===== src/rtl/fp32_adder.sv =====
module fp32_adder (
  input  logic        clk,
  input  logic        rst_n,
  input  logic        in_valid,
  output logic        in_ready,
  input  logic [31:0] op_a,
  input  logic [31:0] op_b,
  input  logic        sub,
  output logic        out_valid,
  input  logic        out_ready,
  output logic [31:0] result,
  output logic        invalid
);
  localparam logic [31:0] QNAN = 32'h7FC0_0000;

  logic        sa, sb;
  logic [7:0]  ea, eb;
  logic [22:0] fa, fb;
  assign sa = op_a[31];
  assign sb = op_b[31] ^ sub;
  assign ea = op_a[30:23];
  assign eb = op_b[30:23];
  assign fa = op_a[22:0];
  assign fb = op_b[22:0];

  logic a_zero, b_zero, a_inf, b_inf, a_nan, b_nan;
  assign a_zero = (ea == 8'd0);
  assign b_zero = (eb == 8'd0);
  assign a_inf  = (ea == 8'hFF) && (fa == 23'd0);
  assign b_inf  = (eb == 8'hFF) && (fb == 23'd0);
  assign a_nan  = (ea == 8'hFF) && (fa != 23'd0);
  assign b_nan  = (eb == 8'hFF) && (fb != 23'd0);

  logic        a_big, sl, ss;
  logic [7:0]  el, es, dexp;
  logic [22:0] fl, fs;
  assign a_big = op_a[30:0] >= op_b[30:0];
  assign sl    = a_big ? sa : sb;
  assign ss    = a_big ? sb : sa;
  assign el    = a_big ? ea : eb;
  assign es    = a_big ? eb : ea;
  assign fl    = a_big ? fa : fb;
  assign fs    = a_big ? fb : fa;
  assign dexp  = el - es;

  logic [4:0]  shamt;
  logic [49:0] wide;
  logic [26:0] big_x, small_x;
  logic [27:0] sum;
  assign shamt   = (dexp > 8'd31) ? 5'd31 : dexp[4:0];
  assign wide    = {1'b1, fs, 26'd0} >> shamt;
  assign big_x   = {1'b1, fl, 3'b000};
  assign small_x = {wide[49:24], |wide[23:0]};
  assign sum     = (sl ^ ss) ? {1'b0, big_x} - {1'b0, small_x}
                             : {1'b0, big_x} + {1'b0, small_x};

  logic [4:0] lz;
  always_comb begin
    lz = 5'd0;
    for (int i = 0; i < 27; i++)
      if (sum[i]) lz = 5'(26 - i);
  end

  logic [26:0]       norm;
  logic signed [9:0] enorm;
  always_comb begin
    if (sum[27]) begin
      norm  = {sum[27:2], sum[1] | sum[0]};
      enorm = $signed({2'b00, el}) + 10'sd1;
    end else begin
      norm  = sum[26:0] << lz;
      enorm = $signed({2'b00, el}) - $signed({5'd0, lz});
    end
  end

  logic              up;
  logic [24:0]       rnd;
  logic signed [9:0] efin;
  logic [22:0]       ffin;
  assign up   = norm[2] & (norm[1] | norm[0] | norm[3]);
  assign rnd  = {1'b0, norm[26:3]} + {24'd0, up};
  assign efin = enorm + $signed({9'd0, rnd[24]});
  assign ffin = rnd[24] ? rnd[23:1] : rnd[22:0];

  logic [31:0] nxt;
  logic        nxt_inv;
  always_comb begin
    nxt_inv = 1'b0;
    if (a_nan || b_nan)                  nxt = QNAN;
    else if (a_inf && b_inf && (sa ^ sb)) begin
      nxt = QNAN;
      nxt_inv = 1'b1;
    end
    else if (a_inf)                      nxt = {sa, 8'hFF, 23'd0};
    else if (b_inf)                      nxt = {sb, 8'hFF, 23'd0};
    else if (a_zero && b_zero)           nxt = {sa & sb, 31'd0};
    else if (a_zero)                     nxt = {sb, op_b[30:0]};
    else if (b_zero)                     nxt = op_a;
    else if (sum == 28'd0)               nxt = 32'd0;
    else if (efin >= 10'sd255)           nxt = {sl, 8'hFF, 23'd0};
    else if (efin <= 10'sd0)             nxt = {sl, 31'd0};
    else                                 nxt = {sl, efin[7:0], ffin};
  end

  assign in_ready = !out_valid || out_ready;

  always_ff @(posedge clk or negedge rst_n) begin
    if (!rst_n) begin
      out_valid <= 1'b0;
      result    <= 32'd0;
      invalid   <= 1'b0;
    end else begin
      if (in_ready) out_valid <= in_valid;
      if (in_valid && in_ready) begin
        result  <= nxt;
        invalid <= nxt_inv;
      end
    end
  end
endmodule


===== config.mk =====
export PLATFORM = sky130hd
export DESIGN_NAME = fp32_adder
export DESIGN_NICKNAME = d
export VERILOG_FILES = /design/src/rtl/fp32_adder.sv
export SDC_FILE = /design/constraint.sdc
export NUM_CORES = 1
export LEC_CHECK = 0
export BUFFER_PORTS_ARGS = -buffer_cell sky130_fd_sc_hd__buf_2
export CAP_MARGIN = 15
export CORE_ASPECT_RATIO = 1.1
export CORE_UTILIZATION = 60
export CTS_CLUSTER_SIZE = 30
export DETAILED_ROUTE_END_ITERATION = 8
export PLACE_DENSITY = 0.78
export SLEW_MARGIN = 20
export SYNTH_ARGS = -nofsm -noshare
export SYNTH_HDL_FRONTEND = slang
export SYNTH_SLANG_ARGS = --single-unit

===== constraint.sdc =====
create_clock -name clk -period 2.6 [get_ports clk]
set_input_delay 0.52 -clock clk [delete_from_list [all_inputs] [get_ports clk]]
set_output_delay 0.52 -clock clk [all_outputs]
set_load 0.1 [all_outputs]

==> results of run 1 <==
-- per-stage QoR --
step,hold slack (ns),std cells
2_1_floorplan,0.224,2037
3_3_place_gp,0.474,3086
3_5_place_dp,0.491,3086
-- logic make-up after synthesis --
family | count (synthesis)
AND/OR/NAND/NOR | 812
AO/OA/AOI/OAI | 727
buffers and inverters | 229
adder cells (fa/ha/maj) | 95
multiplexers | 82
XOR/XNOR | 58
flip-flops | 34
==> results.md, run 1 <==
* Status: aborted with a tool error
* Most common cell in the synthesized netlist: nand2_1
* Number of synthesized flops with an enable pin at 0
* CTS sink cnt at 34
* Count of input and output buffers at 103
* Max Buffers Root-to-Sink at 2
* Syn_area_per_cell at between 6 and 7 µm²
* Post-CTS Hold Buffers at 0
* Async S/R FF share, synth at 100%
* Synth top area share at 8.81%
* Synth Area in Adders at 9.11%
* Main combinational cell family by area after synthesis: compound AO/OA/AOI/OAI gates
* Setup Buffers After CTS at 52
* Final GP Congestion at 1.30
* Std-Cell Rows at 56
* Netlist cell types at 99
* Yosys top cell by area: ha_1
* Synthesized flop and latch total at 34
* Synth area leaders: ha_1, nand2_1, dfrtp_1, a21oi_1, o21ai_0
* Root buffer cell: clkbuf_16
* Starting Density at roughly three fifths
* Dpl ws at -12.24 ns
* Post-synth top flop: dfrtp_1
* Syn Nets at approximately 2200
* Seq/Total Area, Yosys at 6.44%
* First error: [ERROR DPL-0033] detailed placement checks failed during check placement.
* Chip Height at about 160 µm
* Top Ports at about 100
* Compound-cell area share of the yosys netlist at 36.9%
* Post-synthesis xor/xnor area fraction at 3.85%
* Yosys Warn Count at 0
* Post-synthesis mux area share at 6.85%
* H-tree depth at 2
* Simple-gate area share of the yosys netlist at 29.8%
* Total placed instance area at 19900 µm²
* Mapped Area at roughly 13000 µm²
* Synth Instances at between 2000 and 2500
* Die width at 143 µm
* Fail Step: clock tree synthesis (4_1_cts)
* Post-CTS sizing at 147
* Synth top cells by count: nand2_1, nor2_1, a21oi_1
* CTS Buf Count at 5
* Post-DP HPWL at ~67 mm
==> inputs of run 2 (changes only) <==
CORE_ASPECT_RATIO = unset   (was 1.1)
CORE_UTILIZATION = 40   (was 60)
CTS_CLUSTER_SIZE = unset   (was 30)
PLACE_DENSITY = unset   (was 0.78)
PLACE_DENSITY_LB_ADDON = 0.15   (was unset)
==> results.md, run 2 <==
* GR Util All Layers at a little over two fifths
* Mapped Area at 13200 µm² (unchanged)
* Max reg flops at 32
* Post-synth top flop: dfrtp_1
* Yosys top cell by area: ha_1
* Final Instance Area at 22400 µm²
* VDD IR-drop max at 0.000730 V
* Most common cell in the synthesized netlist: nand2_1
* Cell Count, Final, Fillers Out at 3385
* Final worst setup slack at -10.88 ns
* Vias at 20864
* Share of cells above drive strength 1 at ~44%
* Post-synthesis xor/xnor area fraction at 3.85% (unchanged)
* Number of synthesized flops with an enable pin at 0 (unchanged)
* Largest net degree at the start of global routing at 44
* Synth top cells by count: nand2_1, nor2_1, a21oi_1
* Pwr dens at 671 nW/µm²
* Cell mode on critical path: buf_4
* Seq/Total Area, Yosys at 6.44% (unchanged)
* Nets at about 3100
* Starting Density at 40.6% (-21 points)
* Main combinational cell family by area after synthesis: compound AO/OA/AOI/OAI gates
* Synth Instances at 2037 (unchanged)
* Clock Power Share at 3.9%
* Combinational power share at between 80% and 90%
* Routed wire length at 77.1 mm
* Fillers at between 2000 and 3000
* Violated checks: negative setup slack
* Slowest-stage cell, CP: or4_4
* Status: finished with violations
* Met1 Use GR at a little under three fifths
* Largest regs: result x32, invalid x1, out_valid x1
* Syn_area_per_cell at 6.49 µm² (unchanged)
* Hold WC Path Type: in -> async
* Detailed Route Iter0 Violations at 2270
* 1st-pass router iterations at 5
* Antenna Nets Post-Route at 0
* Met2 usage at a little under three quarters
* Min cycle time layout at 13.48 ns
* CTS Buf Count at 5 (unchanged)
* Leak at 0.0105 µW
* Chip Height at 184 µm (+17%)
* Crit Path Class: in -> reg
* Async S/R FF share, synth at 100% (unchanged)
* Max incr delay on CP at about 0.58 ns
* Worst-Margin Slew at 0.921 ns
* Die area at 33800 µm²
* Fin. max-slew vios at 0
* Die width at 184 µm (+28%)
* Syn Nets at 2201 (unchanged)
* H-tree depth at 2 (unchanged)
* Avg WL per Cell at 22.8 µm
* Compound-cell area share of the yosys netlist at 36.9% (unchanged)
* RSZ-0062 raised after global routing: yes
* Area Growth Syn to Fin at 69.8%
* Final setup violation count at 32
* Root buffer cell: clkbuf_16
* Dpl cells at 3299 (+6.9%)
* Clock transition at the registers of the reported paths at 0.05 ns
* Synth Area in Adders at 9.11% (unchanged)
* Gr ovfl total at 0
* Diode count at 0
* GR peak layer: met2
* Critical Path Start Type: primary input
* Post-synthesis mux area share at 6.85% (unchanged)
* CP required at 2.76 ns
* Vias in the first global route at approximately 20000
* Total placed instance area at 20500 µm² (+3.1%)
* DRC Markers at 0
* Final period utilization at 519%
* Final Hold Fails at 0
* Reg power frac at 6.3%
* Top Ports at 104 (unchanged)
* Slew HR at 38.1%
* M3 GR Usage at 7.82%
* CTS tree: built
* CTS sink cnt at 34 (unchanged)
* Net Sw Frac at between 50 and 60%
* Count of input and output buffers at 103 (unchanged)
* Synth top area share at 8.81% (unchanged)
* Most common cell after layout, fill and taps aside: buf_4
* Netlist cell types at 99 (unchanged)
* Final setup TNS at -337.86 ns
* Max Buffers Root-to-Sink at 2 (unchanged)
* Synthesized flop and latch total at 34 (unchanged)
* Final GP Congestion at 1.05 (-19%)
* Internal power at 6760 µW
* Initial antenna violation count at 2
* Most frequent cells in the layout: buf_4, nand2_1, nor2_1
* Simple-gate area share of the yosys netlist at 29.8% (unchanged)
* Core Region at 32500 µm²
* Fmax at 74.2 MHz
* Post-DP HPWL at 62.3 mm (-7.0%)
* Routed vias/inst at 6.16
* Setup Skew at just over 0.007 ns
* Worst Path Arrival at 13.65 ns
* Register bank with the most flops: result
* Yosys Warn Count at 0 (unchanged)
* CP Max Fanout at 7
* Sw Pwr at ~8300 µW
* Clock Latency Late Sink at 0.28 ns
* CP Capture Type: register
* Max capacitance violation total at 0
* Synth area leaders: ha_1, nand2_1, dfrtp_1, a21oi_1, o21ai_0
* Std-Cell Rows at 66 (+18%)
* First-pass GRT wire length at 114 mm
[run 2: cell counts after synthesis]
No cell type changed its count.
[run 2: final timing paths]
| kind | endpoint | start | slack [ns] | cells after the start |
|---|---|---|---|---|
| max in group asynchronous | out_valid$_DFFE_PN0N_ | rst_n | 1.68 | 1 |
| max | result[4]$_DFFE_PN0P_ | op_b[4] | -10.88 | 68 |
| min reg2reg | invalid$_DFFE_PN0P_ | invalid$_DFFE_PN0P_ | 0.50 | 2 |
| min in group clk | out_valid$_DFFE_PN0N_ | in_valid | 0.48 | 2 |
| min | result[29]$_DFFE_PN0P_ | rst_n | 0.33 | 1 |
| max reg2reg | result[19]$_DFFE_PN0P_ | out_valid$_DFFE_PN0N_ | 0.73 | 7 |
[run 2: kinds of logic after synthesis]
| kind of cell | after synthesis |
|---|---|
| and+or+nand+nor | 812 |
| muxes | 82 |
| buffers and inverters | 229 |
| AOI/OAI and AO/OA | 727 |
| xor gates and xnor gates | 58 |
| adders and majority gates | 95 |
| DFF | 34 |
[run 2: metal layers]
metal	routed length (µm)	share of wire (%)
met1	30500	40
met2	34400	45
met5	13	0.017
met3	7860	10
met4	4360	5.6
[run 2: critical path, delay by kind of cell]
kind | cells | cell delay (ns)
compound gates | 33 | 6.36
xor+xnor | 1 | 0.14
fa+ha+maj | 6 | 1.46
buf+inv | 10 | 1.26
mux | 1 | 0.31
simple gates | 17 | 3.55
[run 2: per-stage QoR]
step / power [µW] / worst slack, ns / util [%] / hold WS, ns
CTS: 14200 / -10.47 / 66.8 / 0.356
global route: 15700 / -11.37 / 69.0 / 0.385
detailed placement: 13000 / -11.46 / 63.0 / 0.486
global placement: 12900 / -11.13 / 63.0 / 0.469
finish: 15000 / -10.88 / 69.0 / 0.335
floorplan: 7360 / -10.55 / - / 0.224
[run 2: cell type report]
class                   count  area (µm²)  area share (%)
clock buffers               6         139           0.619
repair buffers           1019        7640            34.1
inverters                 110         440            1.96
well taps                 442         553            2.46
multi-input cells        1774       12800            57.1
flip-flops and latches     34         852            3.80
[run 2: what timing repair did]
action,in CTS,in global routing
cloned,0,0
setup buffers,47,37
endpoints found under the setup margin,32,32
hold buffers,0,0
pin swaps,64,72
resized for setup,158,86
[run 2: power by group through the flow]
stage,logic (µW),registers (µW),clock network [µW]
after floorplan,5020,2340,0
after global placement,12000,920,0
after detailed placement,12100,929,0
after CTS,12700,920,579
after global routing,14100,944,609
final,13500,941,585
Power figures use the tool's default switching activity.
==> inputs of run 3 (changes only) <==
REMOVE_ABC_BUFFERS = 1   (was unset)
==> results.md, run 3 (synthesized netlist as in run 2, its figures left out) <==
* Status: finished with violations
* Violated checks: negative setup slack
* Final setup violation count at 32 (unchanged)
* Avg WL per Cell at 22.6 µm (-0.81%)
* Final worst setup slack at -10.75 ns (+0.137 ns)
* Register bank with the most flops: result
* Starting Density at 40.6% (unchanged)
* Most frequent cells in the layout: buf_4, nand2_1, nor2_1
* Antenna Nets Post-Route at 0 (unchanged)
* DRC Markers at 0 (unchanged)
* Top Ports at 104 (unchanged)
* Final setup TNS at -335.07 ns (+2.79 ns)
* Setup Skew at 0.00390 ns (-0.00329 ns)
* Post-CTS Hold Buffers at 0 (unchanged)
* Root buffer cell: clkbuf_16
* Largest net degree at the start of global routing at 44 (unchanged)
* Count of input and output buffers at 103 (unchanged)
* Initial antenna violation count at 2 (unchanged)
* Cell mode on critical path: a21oi_2
* Routed wire length at 77.0 mm (-0.14%)
* Most common cell after layout, fill and taps aside: buf_4
* Total power at 15200 µW (+1.0%)
* Worst-Margin Slew at 1.06 ns (+0.136 ns)
* Max incr delay on CP at 0.55 ns (-0.03 ns)
* Final GP Congestion at 1.09 (+3.4%)
* DR WL met3 at 8.22 mm (+4.6%)
* Std-Cell Rows at 66 (unchanged)
* Min cycle time layout at 13.35 ns (-0.137 ns)
* Metal2 WL at 33.8 mm (-1.7%)
* Clock transition at the registers of the reported paths at 0.06 ns (about the same)
* Area Growth Syn to Fin at 69.6%
* 1st-pass router iterations at 6 (+1)
* Crit Path Class: in -> reg
* Leak at 0.0105 µW (+0.37%)
* WP buf/inv at 8 (-2)
* CP Max Fanout at 6 (-1)
* Worst path top cell family by delay: compound AO/OA/AOI/OAI gates
* H-tree depth at 2 (unchanged)
* Final Hold Fails at 0 (unchanged)
* Post-DP HPWL at 62.0 mm (-0.43%)
* Core Region at 32500 µm² (unchanged)
* Nets at 3129 (+0.68%)
* Slowest-stage cell, CP: or4_4
* Slew HR at 29.0% (-9.1 points)
* Detailed Route Iter0 Violations at 2534 (+12%)
* CP required at 2.80 ns (+0.04 ns)
* Fmax at 74.9 MHz (+1.0%)
* VDD IR-drop max at 0.000673 V (-7.9%)
* RSZ-0062 raised after global routing: yes
* Die area at 33800 µm² (unchanged)
* Worst Path Arrival at 13.55 ns (-0.10 ns)
* Die width at 184 µm (unchanged)
* Max reg flops at 32 (unchanged)
* Clock Latency Late Sink at 0.28 ns (about the same)
* CTS sink cnt at 34 (unchanged)
* Vias in the first global route at 20427 (+2.2%)
* Max Buffers Root-to-Sink at 2 (unchanged)
* Max capacitance violation total at 0 (unchanged)
* CP Capture Type: register
* Fin. max-slew vios at 0 (unchanged)
* Final period utilization at 513% (-5.3 points)
* Share of cells above drive strength 1 at 43.8% (-0.26 points)
* Highest metal layer with signal wires: met4
* CTS Buf Count at 5 (unchanged)
* CTS tree: built
* Vias at 21198 (+1.6%)
* Pwr dens at 679 nW/µm² (+1.2%)
* Chip Height at 184 µm (unchanged)
* First-pass GRT wire length at 116 mm (+1.6%)
* Largest regs: result x32, invalid x1, out_valid x1
* Wire length on met1 at 30.1 mm (-1.5%)
* Hold WC Path Type: in -> async
* Critical Path Start Type: primary input
* GR Util All Layers at 44.4% (+0.71 points)
* Routed vias/inst at 6.22 (+0.92%)
* Gr ovfl total at 0 (unchanged)
-- run 3: timing repair --
action	in CTS	in global routing
endpoints found under the setup margin	32	32
cloned	1	0
resized for setup	228	73
pin swaps	117	58
buffers inserted	82	13
-- run 3: final cells by class --
type / instances / area, µm²
antenna: 1 / 2.50
clock buffer: 6 / 139
clock inverter: 1 / 30.0
fill: 2859 / 10100
inverter: 110 / 430
multi-input combinational: 1774 / 12600
sequential: 34 / 851
tap: 442 / 553
timing repair buffer: 1040 / 7760
-- run 3: path summary, 6_finish.rpt --
kind                            depth (start not counted)  slack [ns]                endpoint                   start
worst max-delay path                                   69      -10.75  result[21]$_DFFE_PN0P_                op_b[17]
worst min-delay path                                    1        0.34  result[30]$_DFFE_PN0P_                   rst_n
worst max register to register                          7        0.63  result[21]$_DFFE_PN0P_   out_valid$_DFFE_PN0N_
worst min register to register                          2        0.48  result[10]$_DFFE_PN0P_  result[10]$_DFFE_PN0P_
max in group asynchronous                               1        1.74  result[31]$_DFFE_PN0P_                   rst_n
min in group clk                                        2        0.48  result[10]$_DFFE_PN0P_  result[10]$_DFFE_PN0P_
-- run 3: stage by stage --
step,cell area (µm²),worst slack [ns],hold slack (ns),cells,util (%)
after floorplan,12700,-14.23,0.224,1918,-
after global placement,20200,-11.80,0.472,3310,62.1
after detailed placement,20200,-12.14,0.476,3310,62.1
after CTS,22000,-10.53,0.369,3396,67.5
after global routing,22400,-11.38,0.396,3408,68.9
final,22400,-10.75,0.338,3408,68.9
-- run 3: layer usage --
metal | global-route usage, % | vias to the layer above
met5 | 0 | -
met4 | 22.6 | 0
met3 | 7.21 | 302
met2 | 71.7 | 1457
met1 | 56.8 | 9927
li1 | - | 9512
-- run 3: power breakdown --
| part | internal [µW] | total [µW] | switching, µW |
|---|---|---|---|
| clock network | 474 | 714 | 240 |
| logic | 5740 | 13600 | 7840 |
| registers | 734 | 912 | 178 |
